<file path="src/rtl/mrt_pkg.sv">
package mrt_pkg;
  typedef struct packed {
    logic capture;
    logic issue;
    logic advance;
    logic wbCommit;
    logic done;
  } seqStrobes_t;

  typedef enum logic [1:0] {
    ST_IDLE,
    ST_XFER,
    ST_WBACK,
    ST_FINISH
  } seqState_t;
endpackage

</file>
<file path="src/rtl/mrt_ctrl.sv">
module mrt_ctrl
  import mrt_pkg::*;
(
  input  logic        clk,
  input  logic        rstN,
  input  logic        start,
  input  logic        listZero,
  input  logic        memAck,
  input  logic        lastXfer,
  input  logic        wbNeeded,
  output seqStrobes_t strobes,
  output logic        busy
);
  seqState_t stateQ, stateD;

  always_comb begin
    strobes = '0;
    stateD  = stateQ;
    unique case (stateQ)
      ST_IDLE: begin
        if (start) begin
          strobes.capture = 1'b1;
          stateD = listZero ? ST_FINISH : ST_XFER;
        end
      end
      ST_XFER: begin
        strobes.issue = 1'b1;
        if (memAck) begin
          strobes.advance = 1'b1;
          if (lastXfer) stateD = wbNeeded ? ST_WBACK : ST_FINISH;
        end
      end
      ST_WBACK: begin
        strobes.wbCommit = 1'b1;
        stateD = ST_FINISH;
      end
      default: begin
        strobes.done = 1'b1;
        stateD = ST_IDLE;
      end
    endcase
  end

  always_ff @(posedge clk or negedge rstN) begin
    if (!rstN) stateQ <= ST_IDLE;
    else       stateQ <= stateD;
  end

  assign busy = (stateQ != ST_IDLE);


  done_pulse_chk: assert property (@(posedge clk) disable iff (!rstN)
    strobes.done |=> !strobes.done);


  empty_done_chk: assert property (@(posedge clk) disable iff (!rstN)
    (stateQ == ST_IDLE && start && listZero) |=> strobes.done);


  req_hold_chk: assert property (@(posedge clk) disable iff (!rstN)
    (strobes.issue && !memAck) |=> strobes.issue);
endmodule

</file>
<file path="src/rtl/mrt_datapath.sv">
module mrt_datapath
  import mrt_pkg::*;
#(
  parameter int LIST_W = 16,
  parameter int DATA_W = 32,
  localparam int IDX_W   = $clog2(LIST_W),
  localparam int CNT_W   = IDX_W + 1,
  localparam int STEP    = DATA_W / 8,
  localparam int STEP_SH = $clog2(STEP)
) (
  input  logic              clk,
  input  logic              rstN,
  input  seqStrobes_t       strobes,
  input  logic              isLoad,
  input  logic              ctrlPre,
  input  logic              ctrlUp,
  input  logic              ctrlWb,
  input  logic [LIST_W-1:0] regList,
  input  logic [IDX_W-1:0]  baseIdx,
  input  logic [DATA_W-1:0] baseVal,
  input  logic [DATA_W-1:0] rfRdData,
  input  logic [DATA_W-1:0] memRdata,
  output logic [IDX_W-1:0]  rfRdIdx,
  output logic              rfWrEn,
  output logic [IDX_W-1:0]  rfWrIdx,
  output logic [DATA_W-1:0] rfWrData,
  output logic              memWe,
  output logic [DATA_W-1:0] memAddr,
  output logic [DATA_W-1:0] memWdata,
  output logic              listZero,
  output logic              lastXfer,
  output logic              wbNeeded
);
  function automatic logic [CNT_W-1:0] popCount(input logic [LIST_W-1:0] v);
    logic [CNT_W-1:0] c;
    c = '0;
    for (int i = 0; i < LIST_W; i++) c = c + CNT_W'(v[i]);
    return c;
  endfunction

  logic [LIST_W-1:0] pendQ, listQ;
  logic [DATA_W-1:0] addrQ, wbAddrQ, origQ;
  logic [IDX_W-1:0]  bIdxQ;
  logic              preQ, loadQ, wbQ;

  logic [DATA_W-1:0] spanC, lowC, wbC;
  always_comb begin
    spanC = DATA_W'(popCount(regList)) << STEP_SH;
    lowC  = ctrlUp ? baseVal : baseVal - spanC;
    wbC   = ctrlUp ? baseVal + spanC : baseVal - spanC;
  end

  always_ff @(posedge clk or negedge rstN) begin
    if (!rstN) begin
      pendQ <= '0; listQ <= '0; addrQ <= '0; wbAddrQ <= '0; origQ <= '0;
      bIdxQ <= '0; preQ <= 1'b0; loadQ <= 1'b0; wbQ <= 1'b0;
    end else if (strobes.capture) begin
      pendQ   <= regList;
      listQ   <= regList;
      addrQ   <= lowC;
      wbAddrQ <= wbC;
      origQ   <= baseVal;
      bIdxQ   <= baseIdx;
      preQ    <= ctrlUp ? ctrlPre : !ctrlPre;
      loadQ   <= isLoad;
      wbQ     <= ctrlWb;
    end else if (strobes.advance) begin
      pendQ[rfRdIdx] <= 1'b0;
      addrQ <= addrQ + DATA_W'(STEP);
    end
  end

  // Lowest pending register (priority find)
  always_comb begin
    rfRdIdx = '0;
    for (int i = LIST_W - 1; i >= 0; i--)
      if (pendQ[i]) rfRdIdx = IDX_W'(i);
  end

  logic [LIST_W-1:0] baseBit, belowMask, aboveMask;
  logic baseInList, baseLowest, baseHighest, onlyBase;
  always_comb begin
    baseBit     = LIST_W'(1) << bIdxQ;
    belowMask   = baseBit - LIST_W'(1);
    aboveMask   = ~(belowMask | baseBit);
    baseInList  = |(listQ & baseBit);
    baseLowest  = (listQ & belowMask) == '0;
    baseHighest = baseInList && ((listQ & aboveMask) == '0);
    onlyBase    = (listQ == baseBit);
  end

  assign listZero = (regList == '0);
  assign lastXfer = (pendQ & (pendQ - LIST_W'(1))) == '0;
  assign wbNeeded = wbQ && !(loadQ && baseHighest && !onlyBase);

  assign memAddr  = preQ ? addrQ + DATA_W'(STEP) : addrQ;
  assign memWe    = strobes.issue && !loadQ;
  assign memWdata = (rfRdIdx != bIdxQ) ? rfRdData :
                    ((baseLowest || !wbQ) ? origQ : wbAddrQ);

  assign rfWrEn   = (strobes.advance && loadQ) || strobes.wbCommit;
  assign rfWrIdx  = strobes.wbCommit ? bIdxQ : rfRdIdx;
  assign rfWrData = strobes.wbCommit ? wbAddrQ : memRdata;


  addr_hold_chk: assert property (@(posedge clk) disable iff (!rstN)
    (strobes.issue && !strobes.advance) |=> $stable(memAddr));


  addr_step_chk: assert property (@(posedge clk) disable iff (!rstN)
    (strobes.advance && !lastXfer) |=> memAddr == $past(memAddr) + DATA_W'(STEP));


  done_after_xfer_chk: assert property (@(posedge clk) disable iff (!rstN)
    strobes.done |-> (pendQ == '0));
endmodule

</file>
<file path="src/rtl/multi_xfer_seq.sv">
module multi_xfer_seq
  import mrt_pkg::*;
(
  input  logic        clk,
  input  logic        rstN,
  input  logic        start,
  input  logic        isLoad,
  input  logic        ctrlPre,
  input  logic        ctrlUp,
  input  logic        ctrlWb,
  input  logic [15:0] regList,
  input  logic [3:0]  baseIdx,
  input  logic [31:0] baseVal,
  output logic        busy,
  output logic        done,
  output logic [3:0]  rfRdIdx,
  input  logic [31:0] rfRdData,
  output logic        rfWrEn,
  output logic [3:0]  rfWrIdx,
  output logic [31:0] rfWrData,
  output logic        memReq,
  output logic        memWe,
  output logic [31:0] memAddr,
  output logic [31:0] memWdata,
  input  logic        memAck,
  input  logic [31:0] memRdata
);
  seqStrobes_t strobes;
  logic listZero, lastXfer, wbNeeded;

  mrt_ctrl ctrl_i (
    .clk(clk), .rstN(rstN), .start(start), .listZero(listZero),
    .memAck(memAck), .lastXfer(lastXfer), .wbNeeded(wbNeeded),
    .strobes(strobes), .busy(busy)
  );

  mrt_datapath #(.LIST_W(16), .DATA_W(32)) dp_i (
    .clk(clk), .rstN(rstN), .strobes(strobes),
    .isLoad(isLoad), .ctrlPre(ctrlPre), .ctrlUp(ctrlUp), .ctrlWb(ctrlWb),
    .regList(regList), .baseIdx(baseIdx), .baseVal(baseVal),
    .rfRdData(rfRdData), .memRdata(memRdata),
    .rfRdIdx(rfRdIdx), .rfWrEn(rfWrEn), .rfWrIdx(rfWrIdx), .rfWrData(rfWrData),
    .memWe(memWe), .memAddr(memAddr), .memWdata(memWdata),
    .listZero(listZero), .lastXfer(lastXfer), .wbNeeded(wbNeeded)
  );

  assign memReq = strobes.issue;
  assign done   = strobes.done;
endmodule

</file>
<file path="config.mk">
export PLATFORM = sky130hd
export DESIGN_NAME = multi_xfer_seq
export DESIGN_NICKNAME = d
export VERILOG_FILES = /design/src/rtl/mrt_pkg.sv /design/src/rtl/mrt_ctrl.sv /design/src/rtl/mrt_datapath.sv /design/src/rtl/multi_xfer_seq.sv
export SDC_FILE = /design/constraint.sdc
export NUM_CORES = 1
export LEC_CHECK = 0
export BUFFER_PORTS_ARGS = -buffer_cell sky130_fd_sc_hd__clkbuf_2
export CAP_MARGIN = 5
export CORE_UTILIZATION = 50
export CTS_BUF_LIST = sky130_fd_sc_hd__clkbuf_4
export CTS_CLUSTER_SIZE = 24
export DETAILED_ROUTE_END_ITERATION = 12
export GPL_TIMING_DRIVEN = 0
export PLACE_DENSITY = 0.85
export SLEW_MARGIN = 25
export SYNTH_ARGS = -nofsm -noshare
export SYNTH_HDL_FRONTEND = slang
export SYNTH_HIERARCHICAL = 1
export SYNTH_SLANG_ARGS = --single-unit
export TNS_END_PERCENT = 100
</file>
<file path="constraint.sdc">
create_clock -name clk -period 3.4 [get_ports clk]
set_input_delay 0.17 -clock clk [delete_from_list [all_inputs] [get_ports clk]]
set_output_delay 0.17 -clock clk [all_outputs]
set_load 0.01 [all_outputs]
</file>
==> flow_metrics.tcl, run 1 <==
set metrics [dict create \
    core_area_um2 21200 \
    synth_most_common_cell "mux2_2" \
    synth_edf_count 0 \
    ir_drop_mv 0.509 \
    fin_nets 1735 \
    cts-root-buf "clkbuf_4" \
    fin_crit_sh_pct 135 \
    synth_area_leaders "dfrtp_1, mux2_2, ha_1" \
    failed_checks "negative setup slack" \
    drt_iter0_drc 1299 \
    crit_slowest_cell "fa_2" \
    synth_area_leader_cell "dfrtp_1" \
    power.density_nw_per_um2 1030 \
    setup_violations 100 \
    cts_tree "yes" \
    dpl.hpwl_mm 27.6 \
    hold_viol 0 \
    antenna_found_initial 1 \
    drive_above_1_share_pct 42.9 \
    grt_first_pass_wirelength_mm 61.2 \
    async_flop_share_pct 100 \
    numCtsBuffers 17 \
    drt_first_pass_iters 5 \
    vias 12000 \
    areaGrowthSynthToFinish_pct 40.7 \
    cts.path.max_buffers 2 \
    numClockSinks 135 \
    drt_wl_total_mm 47.7 \
    worst_slew_pin_slew_ns 1.24 \
    fin_crit_ns 4.60 \
    skew_ns 0.0244 \
    ys.flop_type "dfrtp_1" \
    clk-insertion-delay-late_ns 0.60 \
    power_w 0.0158 \
    die_w_um 149 \
    crit_chain "clkbuf_2 > fa_1 > inv_2 > fa_1 > fa_2 > fa_2 > inv_2 > ha_4 > fa_2 > a21o_1 > and2_4 > inv_2 > ha_4 > or3_4 > nor2_1 > nand3_4 > buf_12 > nor4_4 > mux2_4 > a211oi_1" \
    worst_hold_path_type "input pin to flip-flop" \
    fin_setup_tns_ns -79.18 \
    clkSlewWorstSetupHoldPaths_ns 0.14 \
    postLayoutCellArea_um2 15300 \
    worstSetupEndpointType "flip-flop" \
    drc 0 \
    fin_ws_ns -1.20 \
    grt_overflow 0 \
    status "finished, violations left" \
    finalMaxSlewViolations 0 \
    dpl_cell_area_um2 12600 \
    slowest_delay_ns 0.54 \
    final_cells 1833 \
    cellLeakagePower_nw 6.91 \
    grt_max_degree 77 \
    grt_usage_pct 36.5 \
    ys_warn_count 6 \
    yosys_register_bits 135 \
    slew_headroom_pct 17.4 \
    max-cap-violations 0 \
    worst-path-max-fanout 3 \
    synth_nets 1392 \
    grt_pass1_vias 11100 \
    rsz0062_at_grt "yes" \
    start_kind "input pin" \
    antenna_left 0 \
    die_h_um 149 \
    crit_type "input pin to flip-flop" \
    synth_area_um2 10900 \
    cp.arrival_ns 5.10 \
    cts_max_level 4 \
    dp.cells 1691 \
    seq_area_frac_synth_pct 31.1 \
    yosysTopAreaCellShare_pct 31.1 \
    ys_types 67 \
    via_per_inst 6.52 \
    max_freq_mhz 217 \
    row_count 53 \
    routedWlPerCell_um 26.0 \
    ios 233 \
    syn_area_per_cell_um2 9.06 \
    synthTopCellsByCount "mux2_2, dfrtp_1, nand2_1, inv_1, nor2_1" \
    dieArea_um2 22300 \
    critical_path_required_ns 3.90 \
    start_util_pct 51.4 \
    synthCells 1201 \
    port_buffers 214 \
    place.gp.congestion 0.976 \
]
## logic make-up after synthesis
logic type | after synthesis | synth area share [%]
AND/OR/NAND/NOR | 363 | 16.6
AO/OA/AOI/OAI | 179 | 10.5
multiplexers | 174 | 17.9
buffers and inverters | 167 | 6.11
flip-flops | 135 | 31.1
XOR/XNOR | 115 | 9.26
adder cells (fa/ha/maj) | 68 | 8.63
## path summary, 6_finish.rpt
check / startpoint / to / slack, ns / cells after the start
max reg2reg: ctrl_i/stateQ[1] / dp_i/addrQ[29] / -0.07 / 10
max: regList[6] / dp_i/wbAddrQ[25] / -1.20 / 20
min reg2reg: dp_i/origQ[2] / dp_i/origQ[2] / 0.53 / 1
min: baseVal[29] / dp_i/addrQ[29] / 0.06 / 3
min in group asynchronous: rstN / dp_i/origQ[9] / 0.10 / 2
max in group asynchronous: rstN / dp_i/pendQ[1] / 2.46 / 3
## final cells by class
| class | instances | area (um^2) |
|---|---|---|
| plain buffers | 73 | 429 |
| clock buffers | 17 | 128 |
| well taps | 275 | 344 |
| fillers | 1377 | 5860 |
| clock inverters | 15 | 175 |
| flip-flops and latches | 135 | 3390 |
| repair buffers | 332 | 2350 |
| diodes | 1 | 2.50 |
| inverters | 86 | 328 |
| multi-input cells | 899 | 8150 |
## sequential cells by signal, summed over array words and instances, names as in the netlist
register       flops
dp_i/listQ        16
dp_i/loadQ         1
dp_i/preQ          1
dp_i/origQ        30
dp_i/wbQ           1
dp_i/addrQ        32
dp_i/wbAddrQ      32
dp_i/bIdxQ         4
ctrl_i/stateQ      2
dp_i/pendQ        16
## power breakdown
part           total (W)  internal (W)  switching (W)  leakage (nW)
combinational     0.0111       0.00529        0.00583          5.15
clock            0.00123      0.000511       0.000719         0.158
sequential       0.00347       0.00242        0.00106          1.60
## what timing repair did
| action | in CTS | in global routing |
|---|---|---|
| pin swaps | 34 | 52 |
| gates cloned | 3 | 1 |
| buffers inserted | 39 | 38 |
| hold buffers | 37 | 0 |
| resized for setup | 166 | 124 |
| endpoints found under the hold margin | 124 | 0 |
| endpoints found under the setup margin | 102 | 103 |
## worst max-delay path: cells and delay by family
kind            cells  cell delay (ns)
mux                 1             0.35
compound gates      2             0.41
simple gates        5             1.15
buf+inv             5             0.50
fa+ha+maj           7             2.51
## per-layer routing
metal / vias to the layer above / wire, um / global-route usage, % / part of all wire [%]
met5: - / 0 / 0 / 0
met4: 0 / 4110 / 21.5 / 8.6
met3: 324 / 6060 / 9.36 / 13
met2: 1052 / 21200 / 59.6 / 44
met1: 5680 / 16400 / 43.3 / 34
li1: 4903 / - / - / -
## metrics by stage
stage,hold WS [ns],util (%),worst slack (ns)
2_1_floorplan,-0.126,-,-1.38
3_3_place_gp,0.391,59.5,-1.96
3_5_place_dp,0.192,59.7,-1.97
4_1_cts,0.0145,68.2,-0.942
5_1_grt,0.00858,72.3,-1.31
6_report,0.0593,72.3,-1.20
## cell usage in the layout, fill, tap and decap left out, types with 8 or more instances in the layout
master / synthesis / layout
mux2_4: 0 / 50
nor3_4: 0 / 8
clkbuf_2: 0 / 203
nand3_1: 46 / 38
nor2_4: 0 / 8
xnor2_2: 0 / 11
a21oi_1: 36 / 22
nor2_1: 72 / 57
xnor2_1: 59 / 48
dfrtp_1: 135 / 129
inv_1: 86 / 72
ha_1: 55 / 45
xor2_1: 56 / 54
o21ai_2: 0 / 8
nor3_1: 24 / 15
buf_1: 10 / 10
mux2_2: 160 / 111
a21oi_2: 0 / 8
mux2i_1: 13 / 13
ha_4: 0 / 10
and3_1: 10 / 10
dlygate4sd3_1: 0 / 37
nand4_1: 25 / 25
o21ai_1: 1 / 11
nand2_1: 104 / 98
o21ai_0: 56 / 35
clkbuf_4: 0 / 18
nor4_1: 18 / 15
clkbuf_1: 61 / 47
or3_1: 12 / 11
buf_6: 2 / 33
buf_4: 5 / 52
inv_2: 0 / 12
(Power assumes the default switching activity.)
==> run 2, diff against run 1 <==
Settings changed: CELL_PAD_IN_SITES_DETAIL_PLACEMENT set to 0, CELL_PAD_IN_SITES_GLOBAL_PLACEMENT set to 1, CORE_UTILIZATION 50 to 39, PLACE_DENSITY 0.85 to 0.88.
==> run 2 against run 1 <==
- maximum frequency grew 0.72%
- die area increased by 28%
- register-to-register slack better by 0.42 ns
- non-clock buffer count shrank 10
- power down 5.8%
- largest cell class unchanged
- the run still ends with negative setup slack left
==> flow_metrics.tcl, run 2 (same netlist as run 1, synthesis figures left out) <==
set metrics [dict create \
    r2r-start "dp_i/pendQ[1]" \
    setup_violations 88 \
    numCtsBuffers 17 \
    cts_max_level 4 \
    layout_common_cells "clkbuf_2, dfrtp_1, mux2_2" \
    numClockSinks 135 \
    dpl_worst_slack_ns -2.06 \
    crit_type "input pin to flip-flop" \
    power.density_nw_per_um2 967 \
    slew_headroom_pct 38.8 \
    die_h_um 169 \
    reg2regPathDepth 10 \
    grt_pass1_vias 10300 \
    worst_r2r_endpoint "ctrl_i/stateQ[1]" \
    cellLeakagePower_nw 6.90 \
    start_util_pct 40.0 \
    drc 0 \
    ir_drop_mv 0.535 \
    cts_tree "yes" \
    fin_ws_ns -1.17 \
    cp.arrival_ns 5.04 \
    skew_ns 0.0333 \
    min_path_cells 2 \
    fin_nets 1725 \
    antenna_left 0 \
    drt_wl_total_mm 39.3 \
    grt_overflow 0 \
    drive_above_1_share_pct 42.8 \
    failed_checks "negative setup slack" \
    row_count 60 \
    cts-root-buf "clkbuf_4" \
    port_buffers 214 \
    max_freq_mhz 219 \
    antenna_found_initial 1 \
    worst_slew_pin_slew_ns 0.918 \
    rsz0062_at_grt "yes" \
    worst-path-max-fanout 6 \
    holdCritStartpoint "baseVal[6]" \
    core_area_um2 27200 \
    clk-insertion-delay-late_ns 0.59 \
    worstSetupEndpointType "flip-flop" \
    whs_endpoint "dp_i/origQ[6]" \
    fin_crit_sh_pct 134 \
    finalMaxSlewViolations 0 \
    drt_first_pass_iters 7 \
    grt_first_pass_wirelength_mm 59.0 \
    fin_crit_ns 4.57 \
    routedWlPerCell_um 20.5 \
    worst_hold_path_type "input pin to flip-flop" \
    dpl.hpwl_mm 27.8 \
    dieArea_um2 28600 \
    mostFrequentLayoutCell "clkbuf_2" \
    via_per_inst 5.52 \
    cts.path.max_buffers 2 \
    biggestRegsByFlops "dp_i/addrQ x32, dp_i/wbAddrQ x32, dp_i/origQ x30" \
    max-cap-violations 0 \
    die_w_um 169 \
    place.gp.congestion 0.916 \
    critical_path_required_ns 3.87 \
    drt_iter0_drc 842 \
    hold_ws_ns 0.0448 \
    areaGrowthSynthToFinish_pct 41.8 \
    start_kind "input pin" \
    fillers 2382 \
    hold_viol 0 \
    grt_max_degree 53 \
    grt_usage_pct 27.1 \
    ios 233 \
    clkSlewWorstSetupHoldPaths_ns 0.13 \
    status "finished, violations left" \
    regToRegSetupSlack_ns 0.35 \
    vias 10600 \
]
==> run 2: how the worst max path moves through the flow <==
stage | from | to | depth (start not counted)
2_1_floorplan | regList[3] | dp_i/wbAddrQ[20] | 16
3_3_place_gp | regList[0] | dp_i/wbAddrQ[31] | 19
3_5_place_dp | regList[0] | dp_i/wbAddrQ[31] | 19
4_1_cts | regList[8] | dp_i/wbAddrQ[30] | 20
5_1_grt | regList[6] | dp_i/wbAddrQ[31] | 20
6_report | regList[0] | dp_i/wbAddrQ[31] | 20
==> run 2: area by class of cell <==
cell class                      count  area (um^2)  share of cell area [%]
Timing Repair Buffer              321         2330                    15.1
Multi-Input combinational cell    899         8180                    53.1
Sequential cell                   135         3390                    22.0
Antenna cell                        1         2.50                  0.0162
Clock inverter                     15          153                   0.990
Buffer                             74          434                    2.82
Tap cell                          372          465                    3.02
Clock buffer                       17          128                   0.828
Inverter                           86          328                    2.13
==> run 2: metal layers <==
| metal | global-route usage, % | part of all wire, % | vias to the layer above |
|---|---|---|---|
| li1 | - | - | 4889 |
| met1 | 34.8 | 42 | 5133 |
| met2 | 45.5 | 48 | 510 |
| met3 | 6.08 | 7.5 | 75 |
| met4 | 8.03 | 2.7 | 0 |
| met5 | 0 | 0 | - |
==> run 2: metrics by stage <==
step / util, % / std cells / TNS (ns) / power, W / cell area, um^2
5_1_grt: 56.7 / 1920 / -82.06 / 0.0158 / 15400
2_1_floorplan: - / 1201 / -62.52 / 0.00841 / 11200
3_5_place_dp: 47.0 / 1789 / -132.07 / 0.0109 / 12800
6_report: 56.7 / 1920 / -73.47 / 0.0149 / 15400
4_1_cts: 54.5 / 1901 / -65.16 / 0.0139 / 14800
3_3_place_gp: 46.8 / 1787 / -175.28 / 0.0108 / 12700
==> run 2: timing repair <==
action,in CTS,in global routing
hold endpoints to repair,199,0
buffers inserted,44,20
pin swaps,57,48
hold buffers,38,0
endpoints found under the setup margin,99,97
resized for setup,203,117
cloned,3,0
==> run 2: where the power goes <==
part	switching (W)	internal (W)	total (W)	leakage (nW)
registers	0.000935	0.00242	0.00336	1.60
logic	0.00528	0.00513	0.0104	5.15
clock network	0.000744	0.000392	0.00114	0.153
==> run 2: worst max-delay path, stage by stage <==
cell and delay (ns):
clkbuf_4 0.15, inv_2 0.04, fa_1 0.47, fa_1 0.56, fa_2 0.47, fa_1 0.51
inv_2 0.08, ha_4 0.14, fa_2 0.21, a21o_1 0.11, and2_4 0.15, inv_2 0.04
ha_4 0.15, or3_4 0.40, nor4_4 0.22, buf_4 0.19, nand3_4 0.13, o32a_1 0.43
xnor2_1 0.15, mux2_4 0.26
